File: config.mk
export PLATFORM = sky130hd
export DESIGN_NAME = osd_window_merge
export DESIGN_NICKNAME = d
export VERILOG_FILES = /design/src/rtl/osd_win_pkg.sv /design/src/rtl/osd_win_ctl.sv /design/src/rtl/osd_win_dp.sv /design/src/rtl/osd_window_merge.sv
export SDC_FILE = /design/constraint.sdc
export NUM_CORES = 1
export LEC_CHECK = 0
export ABC_AREA = 1
export BUFFER_PORTS_ARGS = -buffer_cell sky130_fd_sc_hd__buf_2
export CORE_ASPECT_RATIO = 1.2
export CORE_MARGIN = 2
export CORE_UTILIZATION = 35
export CTS_CLUSTER_SIZE = 40
export DETAILED_ROUTE_END_ITERATION = 10
export GPL_TIMING_DRIVEN = 0
export PLACE_DENSITY = 0.64
export SLEW_MARGIN = 0
export SYNTH_ARGS = -nofsm -noshare
export SYNTH_HDL_FRONTEND = slang
export SYNTH_HIERARCHICAL = 1
export SYNTH_SLANG_ARGS = --single-unit
export TNS_END_PERCENT = 50
File: constraint.sdc
create_clock -name clk -period 0.8 [get_ports clk]
set_clock_uncertainty 0.05 [all_clocks]
set_input_delay 0.16 -clock clk [delete_from_list [all_inputs] [get_ports clk]]
set_output_delay 0.16 -clock clk [all_outputs]
set_load 0.05 [all_outputs]
File: src/rtl/osd_win_pkg.sv
package osd_win_pkg;
  // strobes passed from the hit/priority control to the colour datapath
  typedef struct packed {
    logic showWin;   // some window covers the current dot
    logic charLit;   // glyph dot lit inside the active field
    logic altPair;   // winning window asks for the alternate colour pair
  } winStrobes_t;
endpackage

File: src/rtl/osd_win_ctl.sv
module osd_win_ctl
  import osd_win_pkg::*;
#(
  parameter int NUM_WIN = 3,
  parameter int ROW_W   = 4,
  parameter int COL_W   = 5
) (
  input  logic                     clk,
  input  logic                     rst_n,
  input  logic                     activeDisp,
  input  logic [ROW_W-1:0]         rowIdx,
  input  logic [COL_W-1:0]         colIdx,
  input  logic                     charDot,
  input  logic [NUM_WIN-1:0]       winEnable,
  input  logic [NUM_WIN-1:0]       winAlt,
  input  logic [NUM_WIN*ROW_W-1:0] winRowStart,
  input  logic [NUM_WIN*ROW_W-1:0] winRowEnd,
  input  logic [NUM_WIN*COL_W-1:0] winColStart,
  input  logic [NUM_WIN*COL_W-1:0] winColEnd,
  output logic [NUM_WIN-1:0]       winSel,
  output winStrobes_t              strobes
);
  logic [NUM_WIN-1:0] winHit;

  for (genvar i = 0; i < NUM_WIN; i++) begin : gWin
    logic [ROW_W-1:0] rs, re;
    logic [COL_W-1:0] cs, ce;
    logic rowIn, colIn, wellFormed;
    assign rs = winRowStart[i*ROW_W +: ROW_W];
    assign re = winRowEnd[i*ROW_W +: ROW_W];
    assign cs = winColStart[i*COL_W +: COL_W];
    assign ce = winColEnd[i*COL_W +: COL_W];
    assign wellFormed = (rs <= re) && (cs <= ce);
    assign rowIn = (rowIdx >= rs) && (rowIdx <= re);
    assign colIn = (colIdx >= cs) && (colIdx <= ce);
    assign winHit[i] = winEnable[i] && activeDisp && wellFormed && rowIn && colIn;

    // a disabled window never wins
    assert_disabled_quiet_R3: assert property (@(posedge clk) disable iff (!rst_n)
      !winEnable[i] |-> !winSel[i]);
    // inverted bounds never win
    assert_inverted_quiet_R4: assert property (@(posedge clk) disable iff (!rst_n)
      ((rs > re) || (cs > ce)) |-> !winSel[i]);
  end

  // fixed priority: lowest index wins
  always_comb begin
    winSel = '0;
    for (int i = NUM_WIN - 1; i >= 0; i--) begin
      if (winHit[i]) begin
        winSel = '0;
        winSel[i] = 1'b1;
      end
    end
  end

  always_comb begin
    strobes.showWin = |winHit;
    strobes.charLit = activeDisp && charDot;
    strobes.altPair = |(winSel & winAlt);
  end

  // at most one window is chosen, and one is chosen whenever any covers
  assert_single_winner_R5: assert property (@(posedge clk) disable iff (!rst_n)
    $onehot0(winSel) && (strobes.showWin == (winSel != '0)));
endmodule

File: src/rtl/osd_win_dp.sv
module osd_win_dp
  import osd_win_pkg::*;
#(
  parameter int NUM_WIN = 3,
  parameter int COLOR_W = 3,
  parameter int PAL_N   = 4
) (
  input  logic                       clk,
  input  logic                       rst_n,
  input  logic                       osdEnable,
  input  logic                       fbCharOnly,
  input  logic                       charColorSel,
  input  logic [PAL_N*COLOR_W-1:0]   rowColors,
  input  logic [NUM_WIN*COLOR_W-1:0] winRgb,
  input  logic [NUM_WIN-1:0]         winSel,
  input  winStrobes_t                strobes,
  output logic [COLOR_W-1:0]         rgbOut,
  output logic                       rgbOe,
  output logic                       halftone,
  output logic                       fastBlank,
  output logic                       fastBlankOe
);
  localparam int PAL_IDX_W = $clog2(PAL_N);

  logic [COLOR_W-1:0]   winColor, charColor, winPaintColor;
  logic [PAL_IDX_W-1:0] palIdx;
  logic                 winPaint, fbNext;

  always_comb begin
    winColor = '0;
    for (int i = 0; i < NUM_WIN; i++)
      if (winSel[i]) winColor = winColor | winRgb[i*COLOR_W +: COLOR_W];
  end

  assign palIdx        = {strobes.altPair, charColorSel};
  assign charColor     = strobes.charLit ? rowColors[palIdx*COLOR_W +: COLOR_W] : '0;
  assign winPaint      = strobes.showWin && !strobes.charLit;
  assign winPaintColor = winPaint ? winColor : '0;
  assign fbNext        = strobes.charLit || (!fbCharOnly && strobes.showWin);

  always_ff @(posedge clk or negedge rst_n) begin
    if (!rst_n) begin
      rgbOut      <= '0;
      rgbOe       <= 1'b0;
      halftone    <= 1'b0;
      fastBlank   <= 1'b0;
      fastBlankOe <= 1'b0;
    end else if (!osdEnable) begin
      rgbOut      <= '0;
      rgbOe       <= 1'b0;
      halftone    <= 1'b0;
      fastBlank   <= 1'b0;
      fastBlankOe <= 1'b0;
    end else begin
      rgbOut      <= charColor | winPaintColor;
      rgbOe       <= 1'b1;
      halftone    <= winPaint;
      fastBlank   <= fbNext;
      fastBlankOe <= fbNext;
    end
  end

  // overlay off floats every driver on the next dot
  assert_off_floats_R10: assert property (@(posedge clk) disable iff (!rst_n)
    !$past(osdEnable) |-> (!rgbOe && !fastBlankOe && !halftone));
  // a lit glyph dot never shows halftone
  assert_no_tone_on_dot_R8: assert property (@(posedge clk) disable iff (!rst_n)
    $past(strobes.charLit) |-> !halftone);
  // glyph-only fast-blank follows the lit dot alone
  assert_fb_char_only_R9: assert property (@(posedge clk) disable iff (!rst_n)
    $past(osdEnable && fbCharOnly) |-> (fastBlank == $past(strobes.charLit)));
  // window background only appears while RGB is driven
  assert_tone_driven_R7: assert property (@(posedge clk) disable iff (!rst_n)
    halftone |-> rgbOe);
endmodule

File: src/rtl/osd_window_merge.sv
module osd_window_merge
  import osd_win_pkg::*;
#(
  parameter int NUM_WIN = 3,
  parameter int ROW_W   = 4,
  parameter int COL_W   = 5,
  parameter int COLOR_W = 3,
  parameter int PAL_N   = 4
) (
  input  logic                       clk,
  input  logic                       rst_n,
  input  logic                       osdEnable,
  input  logic                       fbCharOnly,
  input  logic                       activeDisp,
  input  logic [ROW_W-1:0]           rowIdx,
  input  logic [COL_W-1:0]           colIdx,
  input  logic                       charDot,
  input  logic                       charColorSel,
  input  logic [PAL_N*COLOR_W-1:0]   rowColors,
  input  logic [NUM_WIN-1:0]         winEnable,
  input  logic [NUM_WIN-1:0]         winAlt,
  input  logic [NUM_WIN*ROW_W-1:0]   winRowStart,
  input  logic [NUM_WIN*ROW_W-1:0]   winRowEnd,
  input  logic [NUM_WIN*COL_W-1:0]   winColStart,
  input  logic [NUM_WIN*COL_W-1:0]   winColEnd,
  input  logic [NUM_WIN*COLOR_W-1:0] winRgb,
  output logic [COLOR_W-1:0]         rgbOut,
  output logic                       rgbOe,
  output logic                       halftone,
  output logic                       fastBlank,
  output logic                       fastBlankOe
);
  logic [NUM_WIN-1:0] winSel;
  winStrobes_t        strobes;

  osd_win_ctl #(.NUM_WIN(NUM_WIN), .ROW_W(ROW_W), .COL_W(COL_W)) uCtl (
    .clk(clk), .rst_n(rst_n), .activeDisp(activeDisp), .rowIdx(rowIdx),
    .colIdx(colIdx), .charDot(charDot), .winEnable(winEnable), .winAlt(winAlt),
    .winRowStart(winRowStart), .winRowEnd(winRowEnd),
    .winColStart(winColStart), .winColEnd(winColEnd),
    .winSel(winSel), .strobes(strobes)
  );

  osd_win_dp #(.NUM_WIN(NUM_WIN), .COLOR_W(COLOR_W), .PAL_N(PAL_N)) uDp (
    .clk(clk), .rst_n(rst_n), .osdEnable(osdEnable), .fbCharOnly(fbCharOnly),
    .charColorSel(charColorSel), .rowColors(rowColors), .winRgb(winRgb),
    .winSel(winSel), .strobes(strobes),
    .rgbOut(rgbOut), .rgbOe(rgbOe), .halftone(halftone),
    .fastBlank(fastBlank), .fastBlankOe(fastBlankOe)
  );

  // fast-blank and its enable move together, one register stage apart from inputs
  assert_fb_pair_R1: assert property (@(posedge clk) disable iff (!rst_n)
    fastBlank == fastBlankOe);
endmodule

== Yosys cells after proc, flatten, opt, wreduce, memory -nomap -nowiden ==
Cells that the tools add are included.

* Multipliers: 1
* Order comparisons: 18
* Shifts and indexed selects: 1
* Multiplexer cells: 12
* Bitwise operators: 4
* Reductions and logical operators: 29

{| class="wikitable"
|+ Operator list
! cell !! number
|-
| $le 5x5->1 || 6
|-
| $mux 3 || 9
|-
| $le 4x4->1 || 6
|-
| $logic_and 1x1->1 || 24
|-
| $ge 5x5->1 || 3
|-
| $ge 4x4->1 || 3
|-
| $shiftx 12x5->3 || 1
|-
| $or 3x3->3 || 3
|-
| $reduce_or 3->1 || 2
|-
| $mul 2x2->4 const B || 1
|-
| $and 3x3->3 || 1
|-
| $mux 1 || 3
|-
| $logic_not 1->1 || 2
|-
| $logic_or 1x1->1 || 1
|}

* Register bits: 6
* Input bits: 97
* Output and inout bits: 7
* Word-level logic and storage cells: 69

== Depth between registers and ports, before layout ==
Gate-level depths: netlist (run 1).

* Depth after elaboration: 16
* Mapped depth: 21
* Mapped depth without buffers: 21

== By module ==
The synthesis (run 1) kept the hierarchy.

{| class="wikitable"
|+ Modules (own cells, without submodules)
! module !! instances !! cells an instance !! area an instance (µm²) !! seq. area each (µm²)
|-
| osd_win_ctl || 1 || 358 || 2,203.4 || 0.0
|-
| osd_win_dp || 1 || 71 || 417.9 || 150.1
|}

== Worst setup path after synthesis (run 1) ==
OpenSTA, ideal clock, no wires.

* Path kind: input -> register
* From: input port colIdx[0]
* To: register uDp.rgbOut[1]
* Library setup time: 0.121 ns
* Arrival: 1.627 ns
* Data required time: 0.629 ns
* Slack: -0.998 ns
* Stages: 21
* Path buffers: 0
* Cells stage by stage: inv_1 ha_1 inv_1 nand2_1 nand2_1 nand2_1 nand2_1 nand2_1 nand2_1 nor2_4 nand3_4 inv_2 nand2_1 nand2_1 clkinv_1 nand2_1 inv_1 nand3_1 nand2_1 nand2_1 a21oi_2

{| class="wikitable"
|+ RTL lines
! item !! RTL line !! RTL
|-
| start, declared || osd_window_merge.sv:16 || <nowiki>input logic [COL_W-1:0] colIdx,</nowiki>
|-
| end signal, assigned || osd_win_dp.sv:55 || <nowiki>rgbOut <= charColor | winPaintColor;</nowiki>
|-
| end, declared || osd_win_dp.sv:17 || <nowiki>output logic [COLOR_W-1:0] rgbOut,</nowiki>
|}

==> metrics list, run 1 <==
- Predominant post-synthesis flop cell: dfrtp_1
- Summing all multi-input logic gate instances after layout gives 0.00211 mm².
* Type of element capturing the critical path: register
- Largest incremental delay on the critical path: 0.29 ns
- For this run, the top clock speed supported by timing is 524 MHz.
- Floorplan Core Area: 0.00727 mm²
- At the pin with the least slew margin, the transition time is 0.367 ns.
- Of the total synthesized cell area, the portion taken by full adders, half adders and majority gates is 0.387.
- The average instance in the mapped netlist occupies 6.11 µm².
- The complex-gate fraction of the synthesized area is 0.0792.
* Internal portion of total power: 1.33 mW
- In this run the horizontal extent of the chip is 83 µm.
- Ratio of cells with drive above 1 in the final layout: 0.281
- Clock Path Buffers: 2
- The number of hold violations in the final report is 0.
- Fill cells: 760
- Leak: 2.28 nW
- The critical path goes through buf_6, clkinvlp_4, ha_4, inv_2, nand2_1, nand2_1, nand2_1, nand2_1, nand2_1, nand2_1, nor2_2, nand3_2, nand2_2, nor2_4, nand2_1, nand2_4, inv_4, nand3_2, nand2_1, nand2_1, a21oi_1.
- Max-cap violations: 0
- Yosys mapped a number of flops with a built-in enable equal to 0.
- Counting both buffers and inverters, the worst setup path holds a total of 4.
- Of the total power, the clock network draws 0.194.
- Of the post-synthesis cell area, the dominant cell type holds 0.387.
* Mux share of post-synthesis cell area: 0
* Total routed wirelength: 6560 µm
- Antenna diode instance count: 0
- In the post-route analysis, the smallest setup slack over all paths is -1.11 ns.
* Total global routing overflow: 0
* Root cell of the clock tree: clkbuf_8
- Entering global routing, the biggest net connects 8 pins.
- Initial cell density of the core: 0.360
- IR analysis of the VDD net gives a maximum drop of 708 µV.
* Unrepaired setup endpoints after global routing: true
- Count of state elements after synthesis: 6
* Synthesis warning total: 6
- Buffers inserted during clock tree synthesis total 3.
- Fraction of the cycle the final worst path needs: 2.38
- Combined flip-flop and latch cell area: 150 µm²
- Total nets after synthesis: 607
* Worst slew margin: 0.751
* Number of antenna violations at the first check in global routing: 0
- Counting I/O delays and the setup requirement, the final critical path takes 1.91 ns.
- Run status: finished with violations
* Total half-perimeter wirelength after legalization and detailed placement: 5770 µm
- Sinks on the clock net: 6
- Most numerous cell types in the synthesized netlist: nand2_1 (138), inv_1 (103), ha_1 (81), a21oi_1 (26), nand3_1 (24)
- Full die area: 0.00820 mm²
- The final reports fail on negative setup slack.
- CTS built an H-tree with a depth of 1.
- Clock-pin slew reported for the worst setup and hold paths after clock tree synthesis: 0.04 ns
- For this run, the register share of the synthesized area comes to 0.0573.
- The critical path is of the input pin to register type.
- Main combinational cell family by area after synthesis: adder cells
* Logic gate share of total power: 0.669
- The routed layout has 2,876 vias.
* Height of the chip: 98.8 µm
* Arr. time, crit path: 2.00 ns
- Net count reported at finish: 721
- Cell type group with the largest total delay on the critical path: simple AND/OR/NAND/NOR gates
- For this design the total switching power over the nets is 1.03 mW.
- Total I/O pin count: 104
- Simple-Gate Fraction of Synth Area: 0.308
* Post-route DRC violation count: 0
* Via count of the first global-routing pass: 2,773
- Sequential Power Share: 0.136
* Number of nets still failing antenna checks after routing: 0
- Input and output buffers added on the ports amount to 103.
* Most instantiated library cell after synthesis: nand2_1
* Row count: 34
- Proportion of register bits with asynchronous set or reset after synthesis: 1.00
* Startpoint types: input pin
- Area of the mapped netlist: 0.00262 mm²
- Final Total Pwr: 2.36 mW
- CTS tree: done
- Post-DR vias/cell: 4.56
* Synth area leader: ha_1
- CP Data Required Time: 0.89 ns
- Synthesis-to-finish area growth: 33.3%
* Drt first-iter violations: 36
- Unique masters post-synth: 22
* Worst path slowest cell: ha_4
* Class of the most critical hold timing path: input pin to register
- Xor/xnor cell area share of the yosys netlist: 0
* Pre-antenna DRT Iters: 4
* Switching Fraction: 0.435
- Final number of max-transition violations: 0
- Along the worst path, the maximum fanout reaches 5.
- Sorting the synthesized cells by area gives the leading types as ha_1 (39%), nand2_1 (20%), inv_1 (15%).
- Power density over the cells: 675 mW/mm²
- Synthesis handed over a netlist of 429 instances.
- Global placement routability congestion: 0.779
- Total of endpoints with negative setup slack in the final report: 12
- CP most frequent cell: nand2_1
- Setup_tns: -5.91 ns
- WL per Instance: 10.4 µm
- First-pass GRT wire length: 11,200 µm
- In the global route stage, overall resource usage came out at 0.159.
[through the flow]
stage / utilization / setup WS (ns) / cell area (µm²) / std cells / hold slack [ns]
3_5_place_dp: 0.447 / -1.38 / 3250 / 622 / -0.0632
5_1_grt: 0.480 / -1.33 / 3490 / 631 / 0.00900
2_1_floorplan: - / -0.977 / 2620 / 429 / -0.186
3_3_place_gp: 0.447 / -1.34 / 3250 / 622 / -0.0662
4_1_cts: 0.471 / -1.08 / 3430 / 630 / 0.00921
6_report: 0.480 / -1.11 / 3490 / 631 / 0.0186
[layout make-up]
class / instances / area share
clock buffers: 3 / 0.0118
inverters: 116 / 0.128
flip-flops and latches: 6 / 0.0430
multi-input cells: 306 / 0.604
well taps: 90 / 0.0322
repair buffers: 109 / 0.178
plain buffers: 1 / 0.00322
[power by group through the flow]
stage               clock [mW]  sequential (mW)  combinational, mW
floorplan                    0            0.361              0.929
CTS                      0.469            0.322               1.56
finish                   0.458            0.322               1.58
detailed placement           0            0.322               1.51
global placement             0            0.322               1.44
global route             0.493            0.323               1.85
[flip-flops by register name, summed over array words and instances (netlist names)]
name,cells
uDp/halftone,1
uDp/rgbOut,3
uDp/fastBlankOe,1
uDp/rgbOe,1
[kinds of logic after synthesis]
kind of cell               after synthesis
AOI/OAI and AO/OA                       37
DFF                                      6
adders and majority gates               81
and+or+nand+nor                        188
buffers and inverters                  117
[final timing paths]
check                      slack (ns)  cells after the start      start            end
worst max-delay path            -1.11                     21  colIdx[0]  uDp/rgbOut[2]
min in group asynchronous        0.23                      2      rst_n      uDp/rgbOe
max in group asynchronous        0.33                      2      rst_n  uDp/rgbOut[2]
worst min-delay path             0.02                      1  osdEnable      uDp/rgbOe
[routing by layer]
| layer | part of all wire | vias up | GRT usage |
|---|---|---|---|
| met4 | 0.012 | 0 | 0.0454 |
| met1 | 0.42 | 1227 | 0.178 |
| li1 | - | 1565 | - |
| met5 | 0 | - | 0 |
| met2 | 0.52 | 76 | 0.313 |
| met3 | 0.047 | 8 | 0.0176 |
[placed cells by master, fill, tap and decap left out, types with 2 or more instances in the layout]
cell	count
clkbuf_8	3
dfrtp_1	6
inv_1	99
inv_2	13
nand4_1	6
clkinvlp_4	2
nor2_2	5
buf_4	4
buf_6	9
nor2_4	2
buf_2	95
nand2_2	2
o21ai_1	3
o21bai_1	3
nor2_1	9
a21oi_1	25
nand3_1	20
o211ai_1	2
ha_1	77
nand2_1	136
ha_4	4
nand3_2	6
a21oi_2	2
[timing repair]
item / in CTS / in global routing
endpoints found under the hold margin: 6 / 0
hold buffers: 1 / 0
gates resized for setup: 23 / 12
pin swaps: 11 / 15
buffers inserted: 4 / 1
setup endpoints to repair: 12 / 12
(Power assumes the default switching activity.)
==> run 2: changes to the inputs <==
HOLD_SLACK_MARGIN = 0.12   (was default)
==> run 2 against run 1 <==
Against the previous run:
- sequential power hardly changed
- first-iteration DRC count is 11% higher
- the flow still finishes with violations (negative setup slack)
- total power is 0.40% higher
- clock power is 1% higher
- global-route usage is 0.087 points higher
- design area is 0.29% higher
- die area stayed put
- largest power group unchanged
- combinational power hardly changed
- routed wire length is 0.78% higher
- non-clock buffer count is 1 higher
- sequential cell count stayed put
- setup slack better by 0.016 ns
==> metrics list, run 2 (synthesis results as in run 1) <==
- Final number of max-transition violations: 0
* Total I/O pin count: 104
- The first global-routing pass estimated 11,300 µm of wire.
- Measured along the y axis, the die boundary spans 98.8 µm.
- Final worst slack: -1.09 ns
- WL per Instance: 10.5 µm
- Of the cells placed in the final design, the portion with a size suffix greater than 1 is 0.280.
* Total global routing overflow: 0
- In the final design database the tool counted 722 nets.
- The worst hold path was traced through 4 stages.
* Floorplan Core Area: 0.00727 mm²
- Power density over the cells: 676 mW/mm²
* Antenna diode instance count: 0
- The number of hold violations in the final report was 0.
- After detailed placement, the design holds a cell count of 622.
- Core Util, Final: 0.482
- Class of the most critical hold timing path: input pin to register
- Static timing analysis puts the maximum clock frequency at 529 MHz.
- Overall routing resource usage: 0.160
- Total routed wirelength: 6610 µm
* Worst slew margin: 0.751
- After the first detailed-routing iteration, the DRC count stood at 40.
* Final Total Pwr: 2.37 mW
* Fraction of the cycle the final worst path needs: 2.36
- The layout has 759 filler cells.
* Via count of the first global-routing pass: 2,780
* Failing checks: negative setup slack
- Total of endpoints with negative setup slack in the final report: 12
- Transition time at the pin with the least slew margin: 0.367 ns
- TritonCTS created 3 clock buffers.
- Largest net degree at the start of global routing: 8
- The register with the most flip-flops in the layout has 3 of them.
- Clock Path Buffers: 2
- The tree is rooted in a clkbuf_8.
- CP Data Required Time: 0.90 ns
- In this run the worst path has a maximum fanout of 5.
* Final Hold Slack: 0.125 ns
- The floorplan step set the die width to 83 µm.
* Vias: 2,903
* Post-DR vias/cell: 4.59
- Leading cell type in the layout, fill and taps excluded: nand2_1
- Unrepaired setup endpoints after global routing: true
- Clock-pin slew reported for the worst setup and hold paths after clock tree synthesis: 0.04 ns
* Max VDD drop: 705 µV
* Number of antenna violations at the first check in global routing: 0
* # port buffers: 103
- Total half-perimeter wirelength after legalization and detailed placement: 5770 µm
- In the final timing run, aggregate negative setup slack is -5.92 ns.
- Type of element capturing the critical path: register
- Worst slack after detailed placement: -1.38 ns
- After floorplanning, the core was divided into 34 placement rows.
- Leaving out filler cells and counting taps, the final layout contains 632.
- The initial utilization of the core area, before any placement, comes to 0.360.
- Post-route DRC violation count: 0
- CTS saw 6 sinks.
- Most flops, register: uDp/rgbOut
- Global placement routability congestion: 0.779
- Leak: 2.28 nW
- CTS tree: done
- Placement Cell Area: 0.00325 mm²
* Full die area: 0.00820 mm²
* Most frequent cells in the layout: nand2_1 (136), inv_1 (99), buf_2 (95), ha_1 (77), a21oi_1 (25)
- Arr. time, crit path: 1.99 ns
- Startpoint types: input pin
- The worst setup path is of the input pin to register kind.
- H-tree depth: 1
* Design area: 0.00350 mm²
- Run status: finished with violations
* Max-cap violations: 0
- Relative to the synthesized area, the layout overhead comes to 33.7%.
- Pre-antenna DRT Iters: 4
- The count of nets left with antenna violations once routing finished came out at 0.
- Min cycle time layout: 1.89 ns
-- run 2: cell types whose count changed in the layout (fill, tap and decap cells not counted), sizes merged --
cell         change
dlygate4sd3      +1
-- run 2: report_power, final --
part / leakage [nW] / internal [mW] / switching, mW
clock network: 0.0216 / 0.324 / 0.139
logic: 2.18 / 0.695 / 0.888
registers: 0.0801 / 0.316 / 0.00590
total: 2.28 / 1.33 / 1.03
-- run 2: worst paths after layout --
path                             from              end  slack [ns]
min in group asynchronous       rst_n        uDp/rgbOe        0.23
max in group asynchronous       rst_n    uDp/rgbOut[2]        0.33
max                         colIdx[0]    uDp/rgbOut[2]       -1.09
min                        fbCharOnly  uDp/fastBlankOe        0.13
-- run 2: area by class of cell --
cell class,instances,area (µm²),share of cell area
clock buffers,3,41.3,0.0118
plain buffers,1,11.3,0.00321
multi-input cells,306,2110,0.603
flip-flops and latches,6,150,0.0428
well taps,90,113,0.0321
repair buffers,110,631,0.180
inverters,116,447,0.127
-- run 2: per-layer routing --
layer  track usage  vias up  wire length, µm
li1              -     1566                -
met5             0        -                0
met4        0.0454        0               79
met2         0.314       83             3440
met1         0.180     1244             2760
met3        0.0176       10              328
-- run 2: critical path: stages --
cell and delay [ns]:
buf_6 0.07, clkinvlp_4 0.13, ha_4 0.29, inv_2 0.02, nand2_1 0.04, nand2_1 0.05
nand2_1 0.06, nand2_1 0.05, nand2_1 0.08, nand2_1 0.06, nor2_2 0.11, nand3_2 0.12
nand2_2 0.11, nor2_4 0.04, nand2_1 0.10, nand2_4 0.09, inv_4 0.07, nand3_2 0.07
nand2_1 0.06, nand2_1 0.05, a21oi_1 0.14
-- run 2: timing repair --
action	4_1_cts	5_1_grt
endpoints found under the setup margin	12	12
buffers inserted	4	1
pin swaps	11	15
gates resized for setup	23	12
hold endpoints to repair	7	0
hold buffers	2	0
